==> src/rtl/spl_pkg.sv <==
package spl_pkg;

   typedef enum logic [1:0] {
      OP_NONE      = 2'd0,
      OP_PROTECT   = 2'd1,
      OP_UNPROTECT = 2'd2,
      OP_WRSTAT    = 2'd3
   } spl_op_e;

   typedef enum logic [1:0] {
      ER_4K  = 2'd0,
      ER_32K = 2'd1,
      ER_64K = 2'd2,
      ER_ALL = 2'd3
   } spl_erase_e;

   localparam int unsigned MAP_W       = 20;
   localparam int unsigned MAP_SECTORS = 11;
   localparam int unsigned UNIFORM_CNT = 7;
   localparam int unsigned UNIFORM_SZ  = 32'h1_0000;
   localparam int unsigned TAIL_CNT    = 4;

   localparam int unsigned LOCK_BIT = 7;
   localparam int unsigned GLB_HI   = 5;
   localparam int unsigned GLB_LO   = 2;

   function automatic int unsigned tail_sz(input int unsigned k);
      case (k)
         0:       return 32'h8000;
         1:       return 32'h2000;
         2:       return 32'h2000;
         default: return 32'h4000;
      endcase
   endfunction

   // start address of sector idx; idx == MAP_SECTORS yields the array end
   function automatic logic [MAP_W-1:0] sec_lo(input int unsigned idx);
      int unsigned base;
      if (idx < UNIFORM_CNT) begin
         base = idx * UNIFORM_SZ;
      end else begin
         base = UNIFORM_CNT * UNIFORM_SZ;
         for (int unsigned k = 0; k < TAIL_CNT; k++)
            if (idx > UNIFORM_CNT + k) base += tail_sz(k);
      end
      return MAP_W'(base);
   endfunction

endpackage

==> src/rtl/spl_range_match.sv <==
module spl_range_match
   import spl_pkg::*;
#(
   parameter int unsigned ADDR_W  = 19,
   parameter int unsigned NUM_SEC = 11
) (
   input  logic [ADDR_W:0]      lo_i,
   input  logic [ADDR_W:0]      hi_i,
   output logic [NUM_SEC-1:0]   hit_o
);
   for (genvar i = 0; i < NUM_SEC; i++) begin : g_sec
      localparam logic [ADDR_W:0] SEC_FIRST = (ADDR_W+1)'(sec_lo(i));
      localparam logic [ADDR_W:0] SEC_LAST  = (ADDR_W+1)'(sec_lo(i + 1)) - 1'b1;
      assign hit_o[i] = (lo_i <= SEC_LAST) && (hi_i >= SEC_FIRST);
   end
endmodule

==> src/rtl/spl_erase_span.sv <==
module spl_erase_span
   import spl_pkg::*;
#(
   parameter int unsigned ADDR_W   = 19,
   parameter int unsigned NUM_SEC  = 11,
   parameter int unsigned SMALL_LG = 12,
   parameter int unsigned MID_LG   = 15,
   parameter int unsigned BIG_LG   = 16
) (
   input  logic [ADDR_W-1:0] addr_i,
   input  logic [1:0]        size_i,
   output logic [ADDR_W:0]   lo_o,
   output logic [ADDR_W:0]   hi_o
);
   localparam logic [ADDR_W:0] END_ADDR   = (ADDR_W+1)'(sec_lo(NUM_SEC));
   localparam logic [ADDR_W:0] SMALL_MASK = (ADDR_W+1)'((32'd1 << SMALL_LG) - 32'd1);
   localparam logic [ADDR_W:0] MID_MASK   = (ADDR_W+1)'((32'd1 << MID_LG) - 32'd1);
   localparam logic [ADDR_W:0] BIG_MASK   = (ADDR_W+1)'((32'd1 << BIG_LG) - 32'd1);

   logic [ADDR_W:0] mask;
   logic [ADDR_W:0] base;

   always_comb begin
      unique case (spl_erase_e'(size_i))
         ER_4K:   mask = SMALL_MASK;
         ER_32K:  mask = MID_MASK;
         ER_64K:  mask = BIG_MASK;
         default: mask = '0;
      endcase
      base = {1'b0, addr_i} & ~mask;
      if (spl_erase_e'(size_i) == ER_ALL) begin
         lo_o = '0;
         hi_o = END_ADDR - 1'b1;
      end else begin
         lo_o = base;
         hi_o = base | mask;
      end
   end
endmodule

==> src/rtl/spl_prot_regs.sv <==
module spl_prot_regs
   import spl_pkg::*;
#(
   parameter int unsigned NUM_SEC = 11
) (
   input  logic               clk,
   input  logic               rst_n,
   input  logic               wp_i,
   input  logic               req_valid_i,
   input  logic [1:0]         req_op_i,
   input  logic [NUM_SEC-1:0] sel_i,
   input  logic               new_lock_i,
   input  logic [3:0]         glb_code_i,
   output logic [NUM_SEC-1:0] prot_o,
   output logic               lock_o
);
   logic [NUM_SEC-1:0] prot_q;
   logic               lock_q;
   logic               hw_locked;

   assign hw_locked = wp_i & lock_q;

   always_ff @(posedge clk) begin
      if (!rst_n) begin
         prot_q <= '1;
         lock_q <= 1'b0;
      end else if (req_valid_i) begin
         unique case (spl_op_e'(req_op_i))
            OP_PROTECT: begin
               if (!lock_q) prot_q <= prot_q | sel_i;
            end
            OP_UNPROTECT: begin
               if (!lock_q) prot_q <= prot_q & ~sel_i;
            end
            OP_WRSTAT: begin
               if (!hw_locked) begin
                  lock_q <= new_lock_i;
                  if (!lock_q) begin
                     if (glb_code_i == 4'b0000)      prot_q <= '0;
                     else if (glb_code_i == 4'b1111) prot_q <= '1;
                  end
               end
            end
            default: ;
         endcase
      end
   end

   assign prot_o = prot_q;
   assign lock_o = lock_q;
endmodule

==> src/rtl/spl_ctrl.sv <==
module spl_ctrl
   import spl_pkg::*;
#(
   parameter int unsigned ADDR_W   = 19,
   parameter int unsigned NUM_SEC  = 11,
   parameter int unsigned SMALL_LG = 12,
   parameter int unsigned MID_LG   = 15,
   parameter int unsigned BIG_LG   = 16
) (
   input  logic              clk,
   input  logic              rst_n,
   input  logic              wp_i,
   input  logic              req_valid_i,
   input  logic [1:0]        req_op_i,
   input  logic [ADDR_W-1:0] req_addr_i,
   input  logic [7:0]        req_data_i,
   input  logic [ADDR_W-1:0] qry_addr_i,
   output logic              qry_prot_o,
   input  logic [ADDR_W-1:0] ers_addr_i,
   input  logic [1:0]        ers_size_i,
   output logic              ers_blocked_o,
   output logic              lock_o
);
   if (NUM_SEC != MAP_SECTORS) begin : g_bad_count
      $error("spl_ctrl: NUM_SEC must match the fixed sector map");
   end
   if (ADDR_W + 1 < MAP_W) begin : g_bad_width
      $error("spl_ctrl: ADDR_W too narrow for the sector map");
   end
   if (!(SMALL_LG < MID_LG && MID_LG < BIG_LG && BIG_LG < ADDR_W)) begin : g_bad_sizes
      $error("spl_ctrl: erase sizes must grow and fit in the array");
   end

   logic [NUM_SEC-1:0] prot_q;
   logic [NUM_SEC-1:0] req_hit;
   logic [NUM_SEC-1:0] qry_hit;
   logic [NUM_SEC-1:0] ers_hit;
   logic [ADDR_W:0]    ers_lo;
   logic [ADDR_W:0]    ers_hi;
   logic               unused_data;

   assign unused_data = ^{req_data_i[6], req_data_i[1:0]};

   spl_range_match #(.ADDR_W(ADDR_W), .NUM_SEC(NUM_SEC)) u_req_dec (
      .lo_i ({1'b0, req_addr_i}),
      .hi_i ({1'b0, req_addr_i}),
      .hit_o(req_hit)
   );

   spl_range_match #(.ADDR_W(ADDR_W), .NUM_SEC(NUM_SEC)) u_qry_dec (
      .lo_i ({1'b0, qry_addr_i}),
      .hi_i ({1'b0, qry_addr_i}),
      .hit_o(qry_hit)
   );

   spl_erase_span #(
      .ADDR_W(ADDR_W), .NUM_SEC(NUM_SEC),
      .SMALL_LG(SMALL_LG), .MID_LG(MID_LG), .BIG_LG(BIG_LG)
   ) u_span (
      .addr_i(ers_addr_i),
      .size_i(ers_size_i),
      .lo_o  (ers_lo),
      .hi_o  (ers_hi)
   );

   spl_range_match #(.ADDR_W(ADDR_W), .NUM_SEC(NUM_SEC)) u_ers_dec (
      .lo_i (ers_lo),
      .hi_i (ers_hi),
      .hit_o(ers_hit)
   );

   spl_prot_regs #(.NUM_SEC(NUM_SEC)) u_regs (
      .clk        (clk),
      .rst_n      (rst_n),
      .wp_i       (wp_i),
      .req_valid_i(req_valid_i),
      .req_op_i   (req_op_i),
      .sel_i      (req_hit),
      .new_lock_i (req_data_i[LOCK_BIT]),
      .glb_code_i (req_data_i[GLB_HI:GLB_LO]),
      .prot_o     (prot_q),
      .lock_o     (lock_o)
   );

   assign qry_prot_o    = |(qry_hit & prot_q);
   assign ers_blocked_o = |(ers_hit & prot_q);
endmodule

==> config.mk <==
export PLATFORM = sky130hd
export DESIGN_NAME = spl_ctrl
export DESIGN_NICKNAME = d
export VERILOG_FILES = /design/src/rtl/spl_pkg.sv /design/src/rtl/spl_range_match.sv /design/src/rtl/spl_erase_span.sv /design/src/rtl/spl_prot_regs.sv /design/src/rtl/spl_ctrl.sv
export SDC_FILE = /design/constraint.sdc
export NUM_CORES = 1
export LEC_CHECK = 0
export ABC_CLOCK_PERIOD_IN_PS = 2100
export BUFFER_PORTS_ARGS = -buffer_cell sky130_fd_sc_hd__buf_2
export CORE_ASPECT_RATIO = 0.6
export CORE_MARGIN = 2
export CORE_UTILIZATION = 41
export DETAILED_ROUTE_END_ITERATION = 16
export PLACE_DENSITY = 0.76
export SLEW_MARGIN = 20
export SYNTH_ARGS = -nofsm -noshare
export SYNTH_HDL_FRONTEND = slang
export SYNTH_SLANG_ARGS = --single-unit
==> constraint.sdc <==
create_clock -name clk -period 2.1 [get_ports clk]
set_input_delay 0.21 -clock clk [delete_from_list [all_inputs] [get_ports clk]]
set_output_delay 0.21 -clock clk [all_outputs]
set_load 0.005 [all_outputs]
==> flow_summary.toml <==
[clocking]
cts_root_buffer = "clkbuf_8"
cts_tree = "yes"
post_cts_buffers = 0
numCtsBuffers = 3
clock_path_buffers = 2
clock-sinks = 12
cts.clk_slew.worst_paths_ps = 60
htreeDepth = 1
insertion_delay_ps = 240

[place]
numPortBuffers = 33
hpwlAfterDp_mm = 2.59
gp_congestion = 0.860
place_ws_ps = 98.1
dp.cells = 214
place_area_sq_um = 1280

[synth]
synth_edf_count = 0
yosysTopAreaCellShare_pct = 22.4
synthTopCellsByCount = "nor2_1, a21oi_1, nand2_1"
seq_area_frac_synth_pct = 22.4
synth_top_flop_cell = "dfxtp_1"
synthesis.instances = 153
ys_ff_latch = 12
synthesis.nets = 229
yosysMostFrequentCell = "nor2_1"
synth_area_leaders = "dfxtp_1, o32a_1, a21oi_1"
yosysTopAreaCell = "dfxtp_1"
ys_types = 38
async_flop_share_pct = 0
synth_area_sq_um = 1070
avgSynthCellArea_sq_um = 7.02
yosys_warnings = 0

[cells_and_area]
finalInstanceArea_sq_um = 1340
nNetsFinal = 263
drive_above_1_share_pct = 23.7
diodes = 0
area_growth_pct = 24.7
finalNonFillerCells = 218

[worst_setup_path]
worstPathMaxFanout = 5
worst-path-buf-inv = 2
critPathMostFrequentCell = "buf_2"
crit_path_end_kind = "output port"
cp.required_ps = 1890
slowest_delay_ps = 410
worstPathCellList = "buf_2, ha_1, nand2b_1, nor4_2, a21boi_0, o211ai_1, nand4b_1, buf_2"
setup.worst_path.class = "input pin to output port"
crit_arrival_ps = 1730
worstSetupStartpointType = "input pin"
slowest_stage = "nor4_2"
cp_top_family = "simple AND/OR/NAND/NOR gates"

[routing]
wl_per_cell_microns = 14.8
wl_mm = 3.23
vias = 1320
drt-pass1-iter-count = 4
drcViolationCount = 0
viasPerCell = 6.06
drt_iter0_drc = 73
antenna_left = 0

[sta]
slew_violations = 0
max_slew_margin_pct = 74.2
finalHoldViolations = 0
holdWs_ps = 249
fin_ws_ps = 163
period_needed_ps = 1940
finalSetupViolCount = 0
timing.fmax_ghz = 0.516
period_share_pct = 92.2
tightest_slew_ps = 384
setup_tns_ps = 0
fin_worst_skew_ps = 7.12

[min_path]
hp-class = "input pin to flip-flop"

[floorplanning]
io_pins = 76
rows = 14
core_area_sq_um = 2490
die_area_sq_um = 3060
die_y_microns = 43.6
fp.dieW_microns = 70.1
start_util_pct = 43.2

[power]
p_int_mw = 0.495
p_switching_mw = 0.207
leakage_nw = 0.568
pwr-share-comb_pct = 27.6
swShare_pct = 29.5
ir_worst_vdd_mv = 0.436
power.density_nw_per_um2 = 524
clkPwrFrac_pct = 35.9
pwr-share-seq_pct = 36.5

[grt]
gr-total-overflow = 0
grt_usage_pct = 21.7
grt_pass1_wl_mm = 5.20
first_global_vias = 1228
grt_antenna_before_repair = 0
grt_max_degree = 17

[flow_run]
drv_cap = 0

[status]
status = "finished clean"
-- tightest hold or removal path: stages --
cell	delay, ps
buf_2	100
nand4_1	70
a21oi_1	70
-- power by group through the flow --
stage	Sequential, mW	Clock (mW)	Combinational [mW]
6_report	0.256	0.252	0.194
5_1_grt	0.257	0.269	0.216
4_1_cts	0.256	0.255	0.189
3_5_place_dp	0.260	0	0.188
3_3_place_gp	0.260	0	0.177
2_1_floorplan	0.256	0	0.117
-- sequential cells by signal, summed over array words and instances, names as in the netlist --
register	count
u_regs.prot_o	11
u_regs.lock_o	1
-- cells in the final DEF, fill, tap and decap left out, types with 5 or more instances in the layout --
master	n
dfxtp_1	12
nor2_1	22
o211ai_1	5
buf_2	33
a21oi_1	17
o21ai_0	7
o32a_1	10
nand2_1	14
nand3_1	8
inv_1	5
-- layout make-up --
| cell class | instances | area (sq um) |
|---|---|---|
| Clock buffer | 4 | 55.1 |
| Fill cell | 249 | 1150 |
| Inverter | 6 | 22.5 |
| Multi-Input combinational cell | 127 | 786 |
| Sequential cell | 12 | 240 |
| Tap cell | 32 | 40.0 |
| Timing Repair Buffer | 37 | 195 |
-- layer usage --
layer	up-vias	track usage [%]	wire, microns
met5	-	0	0
met4	0	9.62	113
met3	14	5.58	241
met2	66	36.0	1450
met1	593	27.4	1430
li1	647	-	-
-- metrics by stage --
step | power, mW | util (%)
3_3_place_gp | 0.437 | 51.4
2_1_floorplan | 0.373 | -
4_1_cts | 0.700 | 53.6
5_1_grt | 0.743 | 53.8
3_5_place_dp | 0.449 | 51.4
6_report | 0.702 | 53.8
-- final timing paths --
kind | to | slack [ps] | cells past startpoint | startpoint
max | ers_blocked_o | 160 | 8 | ers_size_i[1]
min | u_regs.lock_o | 250 | 3 | req_data_i[7]
max reg2reg | u_regs.prot_o[10] | 510 | 5 | u_regs.lock_o
min reg2reg | u_regs.lock_o | 510 | 2 | u_regs.lock_o
-- kinds of logic (layout without fill, tap and decap cells) --
kind of cell    Yosys count  in the layout  share of synthesized area [%]
mux                       1              1                          0.932
compound gates           56             56                           36.5
fa+ha+maj                 3              3                           3.50
simple gates             67             67                           31.7
flops                    12             12                           22.4
buf+inv                  14             47                           5.01
-- timing repair --
| item | 4_1_cts | 5_1_grt |
|---|---|---|
| endpoints found under the setup margin | 0 | 1 |
| hold buffers | 0 | 0 |
| resized for setup | 0 | 1 |
| endpoints found under the hold margin | 0 | 0 |
Power figures use the tool's default switching activity.
